--- src/rtl/irq_agg_pkg.sv ---
package irq_agg_pkg;
  localparam int REG_W    = 32;
  localparam int N_MIRROR = 5;

  localparam int B_IBMA   = 7;
  localparam int B_PERR   = 9;
  localparam int B_SERRD  = 10;
  localparam int B_PMT    = 11;

  localparam logic [REG_W-1:0] STAT_IMPL = 32'h0000_0E9F;
  localparam logic [REG_W-1:0] COMP_IMPL = 32'h0000_7900;
  localparam logic [REG_W-1:0] IRQ_MASK  = 32'h0000_1A9F;

  typedef enum logic [1:0] {
    PS_D0 = 2'b00,
    PS_D1 = 2'b01,
    PS_D2 = 2'b10,
    PS_D3 = 2'b11
  } pstate_e;

  typedef enum logic [1:0] {
    PK_TGT_WDATA = 2'd0,
    PK_MST_RDATA = 2'd1,
    PK_ADDR      = 2'd2,
    PK_NONE      = 2'd3
  } pkind_e;

  function automatic int mirror_pos(input int i);
    return (i == 0) ? 8 : 10 + i;
  endfunction
endpackage

--- src/rtl/irq_ev_qual.sv ---
module irq_ev_qual
  import irq_agg_pkg::*;
(
  input  logic             clk,
  input  logic             rst,
  input  logic [N_MIRROR-1:0] ev_low,
  input  logic             ev_ib_mabort,
  input  logic             ev_serr_drv,
  input  logic             par_err,
  input  logic [1:0]       par_kind,
  input  logic             par_dma,
  input  logic             pm_wr,
  input  logic [1:0]       pm_state,
  input  logic             pm_mask,
  output logic [REG_W-1:0] set_vec
);
  pstate_e ps_q;
  pstate_e ps_new;
  pkind_e  kind;
  logic    pm_hit;
  logic    par_hit;

  assign ps_new = pstate_e'(pm_state);
  assign kind   = pkind_e'(par_kind);

  always_ff @(posedge clk) begin
    if (rst)         ps_q <= PS_D0;
    else if (pm_wr)  ps_q <= ps_new;
  end

  always_comb begin
    pm_hit = 1'b0;
    if (pm_wr && !pm_mask) begin
      if ((ps_q == PS_D0 && ps_new == PS_D3) ||
          (ps_q == PS_D3 && ps_new == PS_D0))
        pm_hit = 1'b1;
    end
  end

  always_comb begin
    par_hit = 1'b0;
    if (par_err) begin
      case (kind)
        PK_TGT_WDATA: par_hit = 1'b1;
        PK_MST_RDATA: par_hit = !par_dma;
        PK_ADDR:      par_hit = 1'b1;
        default:      par_hit = 1'b0;
      endcase
    end
  end

  always_comb begin
    set_vec = '0;
    set_vec[N_MIRROR-1:0] = ev_low;
    set_vec[B_IBMA]  = ev_ib_mabort;
    set_vec[B_PERR]  = par_hit;
    set_vec[B_SERRD] = ev_serr_drv;
    set_vec[B_PMT]   = pm_hit;
  end

  // a masked power-state write never flags a transition
  assert_pm_masked_R7: assert property (@(posedge clk) disable iff (rst)
    (pm_wr && pm_mask) |-> !set_vec[B_PMT]);

  // the tracked state follows every power-state write
  assert_pm_track_R6: assert property (@(posedge clk) disable iff (rst)
    pm_wr |=> (ps_q == $past(ps_new)));
endmodule

--- src/rtl/irq_sticky_bank.sv ---
module irq_sticky_bank #(
  parameter int                 W    = 32,
  parameter logic [W-1:0]       IMPL = '1
) (
  input  logic         clk,
  input  logic         rst,
  input  logic [W-1:0] set,
  input  logic [W-1:0] clr,
  output logic [W-1:0] q
);
  always_ff @(posedge clk) begin
    if (rst) q <= '0;
    else     q <= (set | (q & ~clr)) & IMPL;
  end

  for (genvar i = 0; i < W; i++) begin : g_bit
    if (IMPL[i]) begin : g_impl
      // a set on the same edge as a clear leaves the bit set
      assert_set_wins_R5: assert property (@(posedge clk) disable iff (rst)
        set[i] |=> q[i]);
      // write-1 clears the bit
      assert_w1c_R3: assert property (@(posedge clk) disable iff (rst)
        (clr[i] && !set[i]) |=> !q[i]);
      // bits hold without set or clear
      assert_hold_R3: assert property (@(posedge clk) disable iff (rst)
        (!clr[i] && !set[i]) |=> $stable(q[i]));
    end else begin : g_resv
      // reserved bits stay zero
      assert_resv_zero_R11: assert property (@(posedge clk) disable iff (rst)
        !q[i]);
    end
  end
endmodule

--- src/rtl/irq_req_gen.sv ---
module irq_req_gen #(
  parameter int               W    = 32,
  parameter logic [W-1:0]     MASK = '1
) (
  input  logic         clk,
  input  logic         rst,
  input  logic [W-1:0] stat,
  output logic         irq
);
  always_ff @(posedge clk) begin
    if (rst) irq <= 1'b0;
    else     irq <= |(stat & MASK);
  end
endmodule

--- src/rtl/irq_status_agg.sv ---
module irq_status_agg
  import irq_agg_pkg::*;
(
  input  logic             clk,
  input  logic             rst,
  input  logic             ev_mperr_rpt,
  input  logic             ev_tabort_sig,
  input  logic             ev_tabort_rcv,
  input  logic             ev_pci_mabort,
  input  logic             ev_serr_seen,
  input  logic             ev_ib_mabort,
  input  logic             ev_serr_drv,
  input  logic             par_err,
  input  logic [1:0]       par_kind,
  input  logic             par_dma,
  input  logic             pm_wr,
  input  logic [1:0]       pm_state,
  input  logic             pm_mask,
  input  logic             wr_en,
  input  logic             wr_sel,
  input  logic [REG_W-1:0] wr_data,
  input  logic             rd_sel,
  output logic [REG_W-1:0] rd_data,
  output logic             irq
);
  logic [N_MIRROR-1:0] ev_low;
  logic [REG_W-1:0]    set_stat;
  logic [REG_W-1:0]    set_comp;
  logic [REG_W-1:0]    clr_stat;
  logic [REG_W-1:0]    clr_comp;
  logic [REG_W-1:0]    stat_q;
  logic [REG_W-1:0]    comp_q;

  assign ev_low = {ev_serr_seen, ev_pci_mabort, ev_tabort_rcv,
                   ev_tabort_sig, ev_mperr_rpt};

  irq_ev_qual u_qual (
    .clk          (clk),
    .rst          (rst),
    .ev_low       (ev_low),
    .ev_ib_mabort (ev_ib_mabort),
    .ev_serr_drv  (ev_serr_drv),
    .par_err      (par_err),
    .par_kind     (par_kind),
    .par_dma      (par_dma),
    .pm_wr        (pm_wr),
    .pm_state     (pm_state),
    .pm_mask      (pm_mask),
    .set_vec      (set_stat)
  );

  always_comb begin
    set_comp = '0;
    for (int i = 0; i < N_MIRROR; i++)
      set_comp[mirror_pos(i)] = set_stat[i];
  end

  assign clr_stat = (wr_en && !wr_sel) ? wr_data : '0;
  assign clr_comp = (wr_en &&  wr_sel) ? wr_data : '0;

  irq_sticky_bank #(.W(REG_W), .IMPL(STAT_IMPL)) u_stat (
    .clk (clk), .rst (rst), .set (set_stat), .clr (clr_stat), .q (stat_q)
  );

  irq_sticky_bank #(.W(REG_W), .IMPL(COMP_IMPL)) u_comp (
    .clk (clk), .rst (rst), .set (set_comp), .clr (clr_comp), .q (comp_q)
  );

  irq_req_gen #(.W(REG_W), .MASK(IRQ_MASK)) u_irq (
    .clk (clk), .rst (rst), .stat (stat_q), .irq (irq)
  );

  always_ff @(posedge clk) begin
    if (rst) rd_data <= '0;
    else     rd_data <= rd_sel ? comp_q : stat_q;
  end

  // a low status bit rising brings its companion copy with it
  for (genvar m = 0; m < N_MIRROR; m++) begin : g_mir
    assert_mirror_R2: assert property (@(posedge clk) disable iff (rst)
      $rose(stat_q[m]) |-> comp_q[mirror_pos(m)]);
  end

  // irq follows the interrupt-capable bits one cycle late
  assert_irq_lag_R10: assert property (@(posedge clk) disable iff (rst)
    !$past(rst) |-> (irq == $past(|(stat_q & IRQ_MASK))));

  // reserved positions never read back as one
  assert_rd_resv_R11: assert property (@(posedge clk) disable iff (rst)
    (rd_data & ~(STAT_IMPL | COMP_IMPL)) == '0);

  // a status-only clear leaves the companion register untouched
  assert_indep_R4: assert property (@(posedge clk) disable iff (rst)
    (wr_en && !wr_sel) |=> ((comp_q & $past(comp_q)) == $past(comp_q)));
endmodule

--- config.mk ---
export PLATFORM = sky130hd
export DESIGN_NAME = irq_status_agg
export DESIGN_NICKNAME = d
export VERILOG_FILES = /design/src/rtl/irq_agg_pkg.sv /design/src/rtl/irq_ev_qual.sv /design/src/rtl/irq_sticky_bank.sv /design/src/rtl/irq_req_gen.sv /design/src/rtl/irq_status_agg.sv
export SDC_FILE = /design/constraint.sdc
export NUM_CORES = 1
export LEC_CHECK = 0
export CAP_MARGIN = 30
export CORE_ASPECT_RATIO = 1.1
export CORE_MARGIN = 3
export CORE_UTILIZATION = 54
export CTS_CLUSTER_SIZE = 16
export DETAILED_ROUTE_END_ITERATION = 6
export DONT_BUFFER_PORTS = 1
export GPL_TIMING_DRIVEN = 0
export PLACE_DENSITY = 0.8
export SETUP_SLACK_MARGIN = 0.02
export SLEW_MARGIN = 40
export SYNTH_ARGS = -nofsm -noshare
export SYNTH_HDL_FRONTEND = slang
export SYNTH_SLANG_ARGS = --single-unit
--- constraint.sdc ---
create_clock -name clk -period 0.9 [get_ports clk]
set_input_delay 0 -clock clk [delete_from_list [all_inputs] [get_ports clk]]
set_output_delay 0 -clock clk [all_outputs]
set_load 0.02 [all_outputs]
---- Yosys cells after proc, flatten, opt, wreduce, memory -nomap -nowiden ----
Cells that the tools add are included.
cells by class
  add/subtract/negate cells ............... 0
  $mul .................................... 0
  divide/modulo/power cells ............... 0
  $lt $le $gt $ge ......................... 0
  equality and inequality tests ........... 4
  shift operators ......................... 0
  multiplexer cells ....................... 7
  bitwise logic cells ..................... 6
  reduce and logical (&&, ||, !) cells .... 14
operators with widths
  kind                count
  $mux 15             2
  $and 15x15->15      1
  $not 15->15         1
  $or 15x15->15       1
  $and 12x12->12      1
  $mux 12             1
  $not 12->12         1
  $or 12x12->12       1
  $reduce_or 9->1     1
  $eq 2x2->1 const B  3
  $logic_not 2->1     3
  $logic_and 1x1->1   5
  $logic_not 1->1     3
  $mux 1              3
  $eq 2x1->1 const B  1
  $pmux 1 s2          1
  $reduce_or 2->1     1
  $logic_or 1x1->1    1
storage, ports and cells
  register bits after elaboration ......... 49
  bits in latches ......................... 0
  RAM bits ................................ 0
  ROM bits ................................ 0
  input bits .............................. 52
  logic and storage cells ................. 36
  memories ................................ 0

---- Longest topological paths before layout ----
Gate-level depths: netlist of the first run.
  depth in word-level cells ............... 6
  depth in mapped cells ................... 4
  depth with buffers taken out ............ 3

---- Modules after synthesis ----
A second synthesis of the first run with hierarchy kept.
second synthesis, totals
  cell total of the unflattened synthesis .. 337
  area total of the unflattened synthesis .. 3024.2 sq um
modules (own cells, without submodules)
  module                     times used  cells an instance  area an instance (sq um)  seq. area each (sq um)
  irq_status_agg             1           178                1640.3                    640.6
  irq_sticky_bank at u_stat  1           61                 604.3                     180.2
  irq_sticky_bank at u_comp  1           48                 381.6                     100.1
  irq_ev_qual                1           45                 356.6                     40.0
  irq_req_gen                1           5                  41.3                      20.0

---- Worst setup path after synthesis of the first run ----
OpenSTA, ideal clock, no wires.
  kind .................................... register to register
  start ................................... register u_qual.ps_q[0]
  end ..................................... register u_stat.q[11]
  arrival ................................. 0.743 ns
  slack ................................... 0.037 ns
  stages on the path, launching flop included .. 4
  path through ............................ dfxtp_1 > and4bb_2 > o21ai_0 > a21oi_1
between the ends
  longest elaborated chain between the ends .. 6
  elaborated cells between the ends (all ways) .. 8
  classes of those cells .................. eq/ne: 1; mux: 2; bitwise: 1; reduce/logical: 4
ends and longest elaborated chain
  what                                                  line                                  source
  from (decl)                                           irq_ev_qual.sv:17                     pstate_e ps_q;
  from (signal assigned)                                irq_ev_qual.sv:28                     else if (pm_wr) ps_q <= ps_new;
  $eq 2x2->1 / $logic_not 2->1 (equally long branches)  irq_ev_qual.sv:35, irq_ev_qual.sv:34
  $logic_and 1x1->1, on equally long branches           irq_ev_qual.sv:35, irq_ev_qual.sv:34
  $logic_or 1x1->1 (*)                                  irq_ev_qual.sv:34                     if ((ps_q == PS_D0 && ps_new == PS_D3) ||
  $mux 1 (*)                                            irq_ev_qual.sv:34
  $mux 1 (*)                                            irq_ev_qual.sv:33                     if (pm_wr && !pm_mask) begin
  $or 12x12->12 (*)                                     irq_sticky_bank.sv:13                 else q <= (set | (q & ~clr)) & IMPL;
  to (signal assigned)                                  irq_sticky_bank.sv:13
  to (decl)                                             irq_sticky_bank.sv:9                  output logic [W-1:0] q
Mark *: on every way between the ends. The rest lies on a longest branch, timed or not.
A chain may end at the register's enable or synchronous reset.

---- Final worst setup path of the first run ----
  start ................................... register u_qual.ps_q[1]
  end ..................................... register u_stat.q[11]
The elaborated chain is that of the path after synthesis.

==> results of run 1 <==
==> kinds of logic (layout without fill, tap and decap cells) <==
| group | Yosys count | in the layout | share of synthesized area, % |
|---|---|---|---|
| flops | 30 | 30 | 50.5 |
| compound gates | 17 | 17 | 7.78 |
| simple gates | 50 | 50 | 24.2 |
| mux | 3 | 3 | 2.52 |
| other cells | 1 | 19 | 0.315 |
| buf+inv | 23 | 60 | 14.7 |
==> metrics by stage <==
stage,hold WS [ps],setup TNS (ps),util [%]
final,-24.0,0,81.2
after global placement,118,-19.9,63.3
after global routing,-22.6,-30.5,81.2
after detailed placement,126,-39.6,63.3
after floorplan,117,0,-
after CTS,-35.3,0,80.3
==> worst register-to-register path, cell delays in order (launching register included) <==
cell and delay, ps:
dfxtp_2 330, and4bb_2 240, o21ai_2 140, a21oi_1 70
==> power by group through the flow <==
stage / Combinational, uW / Clock (uW) / Sequential, uW
6_report: 425 / 705 / 1480
3_3_place_gp: 279 / 0 / 1500
2_1_floorplan: 261 / 0 / 1490
3_5_place_dp: 283 / 0 / 1500
4_1_cts: 401 / 725 / 1470
5_1_grt: 457 / 771 / 1490
==> layout by cell type (no fill, tap or decap), drive strengths merged <==
cell / n
dlygate4sd3: 30
dfxtp: 30
buf: 23
conb: 19
nor2: 17
a21oi: 14
and2: 12
nand3b: 9
clkbuf: 7
nand3: 5
mux2i: 3
nor2b: 2
nor4: 2
and4bb: 2
o21ai: 2
a22oi: 1
nand2: 1
==> Yosys cell counts <==
library cell and count:
nor2_2 1, buf_6 2, nor2_1 16, a21oi_1 14, nand2_1 1, conb_1 1
a22oi_2 1, nand3_1 5, and2_1 12, buf_2 2, mux2i_1 3, nand3b_1 9
o21ai_0 2, dfxtp_1 30, buf_4 19, nor2b_1 2, nor4_1 2, and4bb_2 2
==> how the worst max path moves through the flow <==
stage	startpoint	endpoint	depth (start not counted)
floorplan	u_qual.ps_q[0]$_SDFFE_PP0P_	u_stat.q[11]$_SDFF_PP0_	3
global placement	u_qual.ps_q[0]$_SDFFE_PP0P_	u_stat.q[11]$_SDFF_PP0_	3
detailed placement	u_qual.ps_q[0]$_SDFFE_PP0P_	u_stat.q[11]$_SDFF_PP0_	3
CTS	u_qual.ps_q[0]$_SDFFE_PP0P_	u_stat.q[11]$_SDFF_PP0_	3
global route	u_qual.ps_q[0]$_SDFFE_PP0P_	u_stat.q[11]$_SDFF_PP0_	3
finish	u_qual.ps_q[1]$_SDFFE_PP0P_	u_stat.q[11]$_SDFF_PP0_	3
==> registers in the layout, summed over array words and instances (netlist names) <==
register,flops
u_irq.irq,1
u_comp.q,5
rd_data,13
u_stat.q,9
u_qual.ps_q,2
==> routing by layer <==
metal | up-vias | track usage [%] | share of wire [%]
li1 | 488 | - | -
met1 | 459 | 22.4 | 37
met3 | 13 | 7.82 | 9.0
met2 | 65 | 39.4 | 51
met4 | 0 | 11.5 | 3.3
met5 | - | 0 | 0
==> final cells by class <==
type                    instances  area, sq um
plain buffers                  23          175
clock buffers                   7         45.0
fillers                       145          384
multi-input cells              89          498
flip-flops and latches         30          604
well taps                      28         35.0
repair buffers                 30          300
==> timing repair <==
item                       CTS  global route
pin swaps                    1             1
hold endpoints to repair    30             8
setup endpoints to repair    1             2
resized for setup            3             4
==> results.txt, run 1 <==
Detail Placement HPWL -> 1.78 mm
Worst path buffer plus inverter count -> 0
First-pass GRT wire length -> 4.62 mm
Die H -> 55.2 um
Die footprint -> 2800 sq um
Fin. max-slew vios -> 0
Sw Pwr -> 686 uW
Critical Path RT -> 1120 ps
Setup ws final -> 7.63 ps
Maxcap violations -> 0
Vias per cell -> 4.95
Gate Count Post-Synth -> 124
DRT antenna net count -> 0
RSZ-0062 raised after global routing -> true
Worst R2R Path Depth -> 3
Area after DPL -> 1290 sq um
N_diodes -> 0
Delay-heaviest family, CP -> flip-flops
Cells after DPL -> 170
Comb power frac -> 16.3%
Status -> complete, but fails checks
Hold Buf Count CTS -> 30
Clk_lat worst skew -> 330 ps
Origin of the critical flop-to-flop path -> u_qual.ps_q[1]$_SDFFE_PP0P_
Die span in x -> 50.8 um
Synth top area share -> 50.5%
Kind of critical path -> reg2reg
Worst-path clk slew -> 80 ps
Crit path time final -> 892 ps
Top cell type by total area after synthesis -> dfxtp_1
PortBufs -> 0
Top cells by area, synth -> dfxtp_1 50%, buf_4 12%, and2_1 6.3%
Crit path max fanout -> 3
Post-synthesis cell area -> 1190 sq um
Cell area after layout -> 1660 sq um
GP Congestion -> 0.801
Layout Skew -> 3.94 ps
Layout Nets -> 231
GRT Overall Usage -> 22.3%
Post-CTS Setup Inserts -> 0
CP peak stage delay -> 330 ps
HP Start -> rst
DR vias -> 1025
Largest net degree at the start of global routing -> 11
Critical path data arrival time -> 1110 ps
FP Rows -> 17
Hold WS -> -24.0 ps
Lkg Pwr -> 0.000732 uW
Seq pwr share -> 56.7%
Wirelength per Cell -> 14.5 um
DRT Pass-1 Iters -> 4
CP Capture Type -> flip-flop
CTS tree -> built
Crit-path cells -> and4bb_2 > o21ai_2 > a21oi_1
Number of global-route vias before repair -> 1004
Peak Freq -> 1.12 GHz
Sw Share -> 26.3%
Post-Syn Area per Cell -> 9.60 sq um
YS warnings -> 0
PD cells -> 1570 nW/um^2
Non-Filler Instances -> 207
Failing checks -> negative hold slack
Clock tree buffer depth -> 2
Sequential-to-total area share from yosys stat -> 50.5%
Worst Hold Depth -> 2
Clk sinks -> 30
DR iter-0 viols -> 22
DRC violations left -> 0
Worst VDD drop -> 1.34 mV
Share of layout cells above drive strength 1 -> 21.2%
Clock power share -> 27.0%
Final Hold Viols -> 7
IO Pins -> 85
Clk root buf -> clkbuf_4
Area of the core -> 2040 sq um
Critical Path Source Type -> flip-flop
Initial antenna violation count -> 0
Post-place setup slack -> -39.6 ps
Worst Hold End -> u_stat.q[11]$_SDFF_PP0_
Pwr Total -> 2610 uW
Yosys cell types -> 18
Period utilization -> 99.2%
# setup viols final -> 0
CTS H-tree lvls -> 2
Initial core utilization -> 58.3%
Final wirelength -> 2.99 mm
CTS Buf Count -> 5
Max stage delay cell, worst path -> dfxtp_2
Synth-to-layout area growth -> 39.3%
Reg2reg end -> u_stat.q[11]$_SDFF_PP0_
Reg2Reg Setup Slack -> 8 ps
GR Overflow Total -> 0
Hold crit path type -> in2reg
Int Pwr -> 1920 uW
FF+latch count, synth -> 30
(Power assumes the default switching activity.)
==> run 2, diff against run 1 <==
ABC_AREA = 1   (was unset)
==> run 2 against run 1 <==
Compared with the run above: the run now ends clean; utilization up 2.2 points; clock skew up 4.4 ps; clock power up 18%; sequential share of layout area down 1.5 points; highest routed layer unchanged.
==> results.txt, run 2 <==
Status -> completed
Period utilization -> 87.2% (-12 points)
Gate Count Post-Synth -> 155 (+25%)
Yosys cell types -> 15 (-3)
Int Pwr -> 2000 uW (+4.2%)
Layout Nets -> 265 (+15%)
FF+latch count, synth -> 30 (unchanged)
Fin. max-slew vios -> 0 (unchanged)
Post-synth EDFFs -> 0 (unchanged)
Synth top area share -> 49.4% (-1.0 points)
Maxcap violations -> 0 (unchanged)
First-pass GRT wire length -> 5.02 mm (+8.5%)
Synth-to-layout area growth -> 41.6%
Post-synth top cells -> 30 x dfxtp_1, 24 x inv_1, 20 x nand2_1
Area of the core -> 2060 sq um (+1.0%)
Reg2reg end -> u_irq.irq$_SDFF_PP0_
Final wirelength -> 3.14 mm (+5.0%)
Die H -> 55.8 um (+0.94%)
Clk_lat worst skew -> 330 ps (about the same)
Worst setup endpoint -> rd_data[9]$_SDFF_PP0_
Lkg Pwr -> 0.000845 uW (+15%)
Kind of critical path -> in2reg
DR vias -> 1148 (+12%)
Die span in x -> 51.2 um (+0.93%)
CTS H-tree lvls -> 2 (unchanged)
DRT antenna net count -> 0 (unchanged)
Met1 wire length -> 1.07 mm (-2.7%)
Origin of the critical flop-to-flop path -> u_stat.q[11]$_SDFF_PP0_
IO Pins -> 85 (unchanged)
Worst path buffer plus inverter count -> 2 (+2)
N_diodes -> 0 (unchanged)
Leading cell type by number of instances after synthesis -> dfxtp_1
Wire length on met3 -> 223 um (-17%)
FFs w/ async S/R, synth -> 0% (unchanged)
DRC violations left -> 0 (unchanged)
RSZ-0062 raised after global routing -> false
CP peak stage delay -> 560 ps (+230 ps)
Die footprint -> 2860 sq um (+1.9%)
Seq pwr share -> 53.2% (-3.5 points)
Top cells by area, synth -> dfxtp_1 49%, buf_4 12%, inv_1 7.4%
Crit path time final -> 785 ps (-107 ps)
Peak Freq -> 1.27 GHz (+14%)
Post-CTS Setup Inserts -> 0 (unchanged)
FP Rows -> 17 (unchanged)
Cell area after layout -> 1720 sq um (+3.8%)
GRT Overall Usage -> 23.9% (+1.6 points)
DR WL met2 -> 1.73 mm (+13%)
Critical Path Source Type -> input pin
Largest net degree at the start of global routing -> 11 (unchanged)
PD cells -> 1610 nW/um^2 (+2.3%)
# setup viols final -> 0 (unchanged)
Initial antenna violation count -> 0 (unchanged)
CP Capture Type -> flip-flop
CTS Buf Count -> 5 (unchanged)
Reg2Reg Setup Slack -> 120 ps (+110 ps)
Detail Placement HPWL -> 1.88 mm (+5.7%)
DRT Pass-1 Iters -> 4 (unchanged)
Clock tree buffer depth -> 2 (unchanged)
Critical path data arrival time -> 1050 ps (-60 ps)
Top Layer Used -> met4
Max reg flops -> 13 (unchanged)
GR Overflow Total -> 0 (unchanged)
Clock power share -> 30.1% (+3.1 points)
Wirelength per Cell -> 13.0 um (-10%)
PortBufs -> 0 (unchanged)
Crit path max fanout -> 9 (+6)
Most frequent cells in the layout -> 32 x dlygate4sd3_1, 30 x dfxtp_1, 24 x inv_1
Delay-heaviest family, CP -> buffers and inverters
Top reg by flops -> rd_data
CTS tree -> built
Clk sinks -> 30 (unchanged)
Sw Pwr -> 765 uW (+12%)
Sequential-to-total area share from yosys stat -> 49.4% (-1.0 points)
YS warnings -> 0 (unchanged)
Share of layout cells above drive strength 1 -> 15.9% (-5.3 points)
Clk root buf -> clkbuf_4
Number of global-route vias before repair -> 1144 (+14%)
Final Hold Viols -> 0 (-7)
Layout Skew -> 8.34 ps (+4.40 ps)
Top cell type by total area after synthesis -> dfxtp_1
Largest regs -> rd_data (13), u_stat.q (9), u_comp.q (5)
Main synth FF type -> dfxtp_1
GP Congestion -> 0.749 (-6.5%)
Post-Syn Area per Cell -> 7.84 sq um (-18%)
Commonest non-fill, non-tap cell in the layout -> dlygate4sd3_1
Worst-path clk slew -> 90 ps (about the same)
Area after DPL -> 1320 sq um (+1.9%)
Max stage delay cell, worst path -> dlygate4sd3_1
Vias per cell -> 4.74 (-4.2%)
WP depth -> 4 (+1)
Worst R2R Path Depth -> 4 (+1)
DR iter-0 viols -> 38 (+73%)
Crit. Startpoint -> rd_sel
Comb power frac -> 16.6% (+0.3 points)
Initial core utilization -> 58.9% (+0.61 points)
Post-synthesis cell area -> 1210 sq um (+2.1%)
Sw Share -> 27.7% (+1.4 points)
Critical Path RT -> 1170 ps (+50 ps)
Hold crit path type -> in2reg
Crit-path cells -> dlygate4sd3_1 > or2_1 > buf_6 > nor2_1
Worst VDD drop -> 1.46 mV (+8.9%)
Setup TNS -> 0 ps (unchanged)
## run 2: worst min path at each step
stage	from	endpoint	depth (start not counted)
2_1_floorplan	pm_wr	u_qual.ps_q[0]$_SDFFE_PP0P_	1
6_report	rst	u_stat.q[2]$_SDFF_PP0_	3
3_3_place_gp	pm_wr	u_qual.ps_q[0]$_SDFFE_PP0P_	1
5_1_grt	rst	rd_data[10]$_SDFF_PP0_	4
4_1_cts	rst	u_stat.q[1]$_SDFF_PP0_	3
3_5_place_dp	pm_wr	u_qual.ps_q[0]$_SDFFE_PP0P_	1
## run 2: stage by stage
step                setup WS, ps  std cells  util, %  power, uW  hold WS, ps
finish                       115        242     83.4       2770         73.5
global route                72.9        242     83.4       2880         69.3
CTS                         65.8        242     83.0       2760         40.7
detailed placement           143        201     63.9       1810         98.0
global placement             159        201     63.9       1800         91.6
floorplan                    204        173        -       1770         89.4
## run 2: kinds of logic (layout without fill, tap and decap cells)
group / Yosys count / count (layout) / synth area share [%]
AOI/OAI and AO/OA: 20 / 20 / 8.55
buffers and inverters: 48 / 89 / 22.1
DFF: 30 / 30 / 49.4
and+or+nand+nor: 56 / 56 / 19.6
other: 1 / 19 / 0.309
## run 2: area by class of cell
class / count / area, sq um
buffer: 23 / 175
clock buffer: 6 / 51.3
clock inverter: 2 / 12.5
fill: 140 / 343
inverter: 25 / 96.3
multi-input combinational: 95 / 417
sequential: 30 / 601
tap: 28 / 35.0
timing repair buffer: 33 / 333
## run 2: per-layer routing
| metal | vias up | global-route usage, % |
|---|---|---|
| li1 | 556 | - |
| met1 | 519 | 24.2 |
| met5 | - | 0 |
| met2 | 59 | 41.4 |
| met3 | 14 | 9.12 |
| met4 | 0 | 12.4 |
## run 2: timing repair
| action | 4_1_cts | 5_1_grt |
|---|---|---|
| hold endpoints to repair | 29 | 0 |
| hold buffers | 33 | 0 |
| resized for setup | 0 | 3 |
| endpoints found under the setup margin | 0 | 4 |
## run 2: worst min-delay path: stages
cell,delay [ps]
buf_6,80
buf_2,220
a21oi_1,60
## run 2: power by group through the flow
stage | clock network, uW | logic [uW] | registers [uW]
CTS | 859 | 437 | 1470
finish | 834 | 460 | 1470
floorplan | 0 | 280 | 1490
global route | 899 | 505 | 1480
global placement | 0 | 304 | 1490
detailed placement | 0 | 311 | 1500
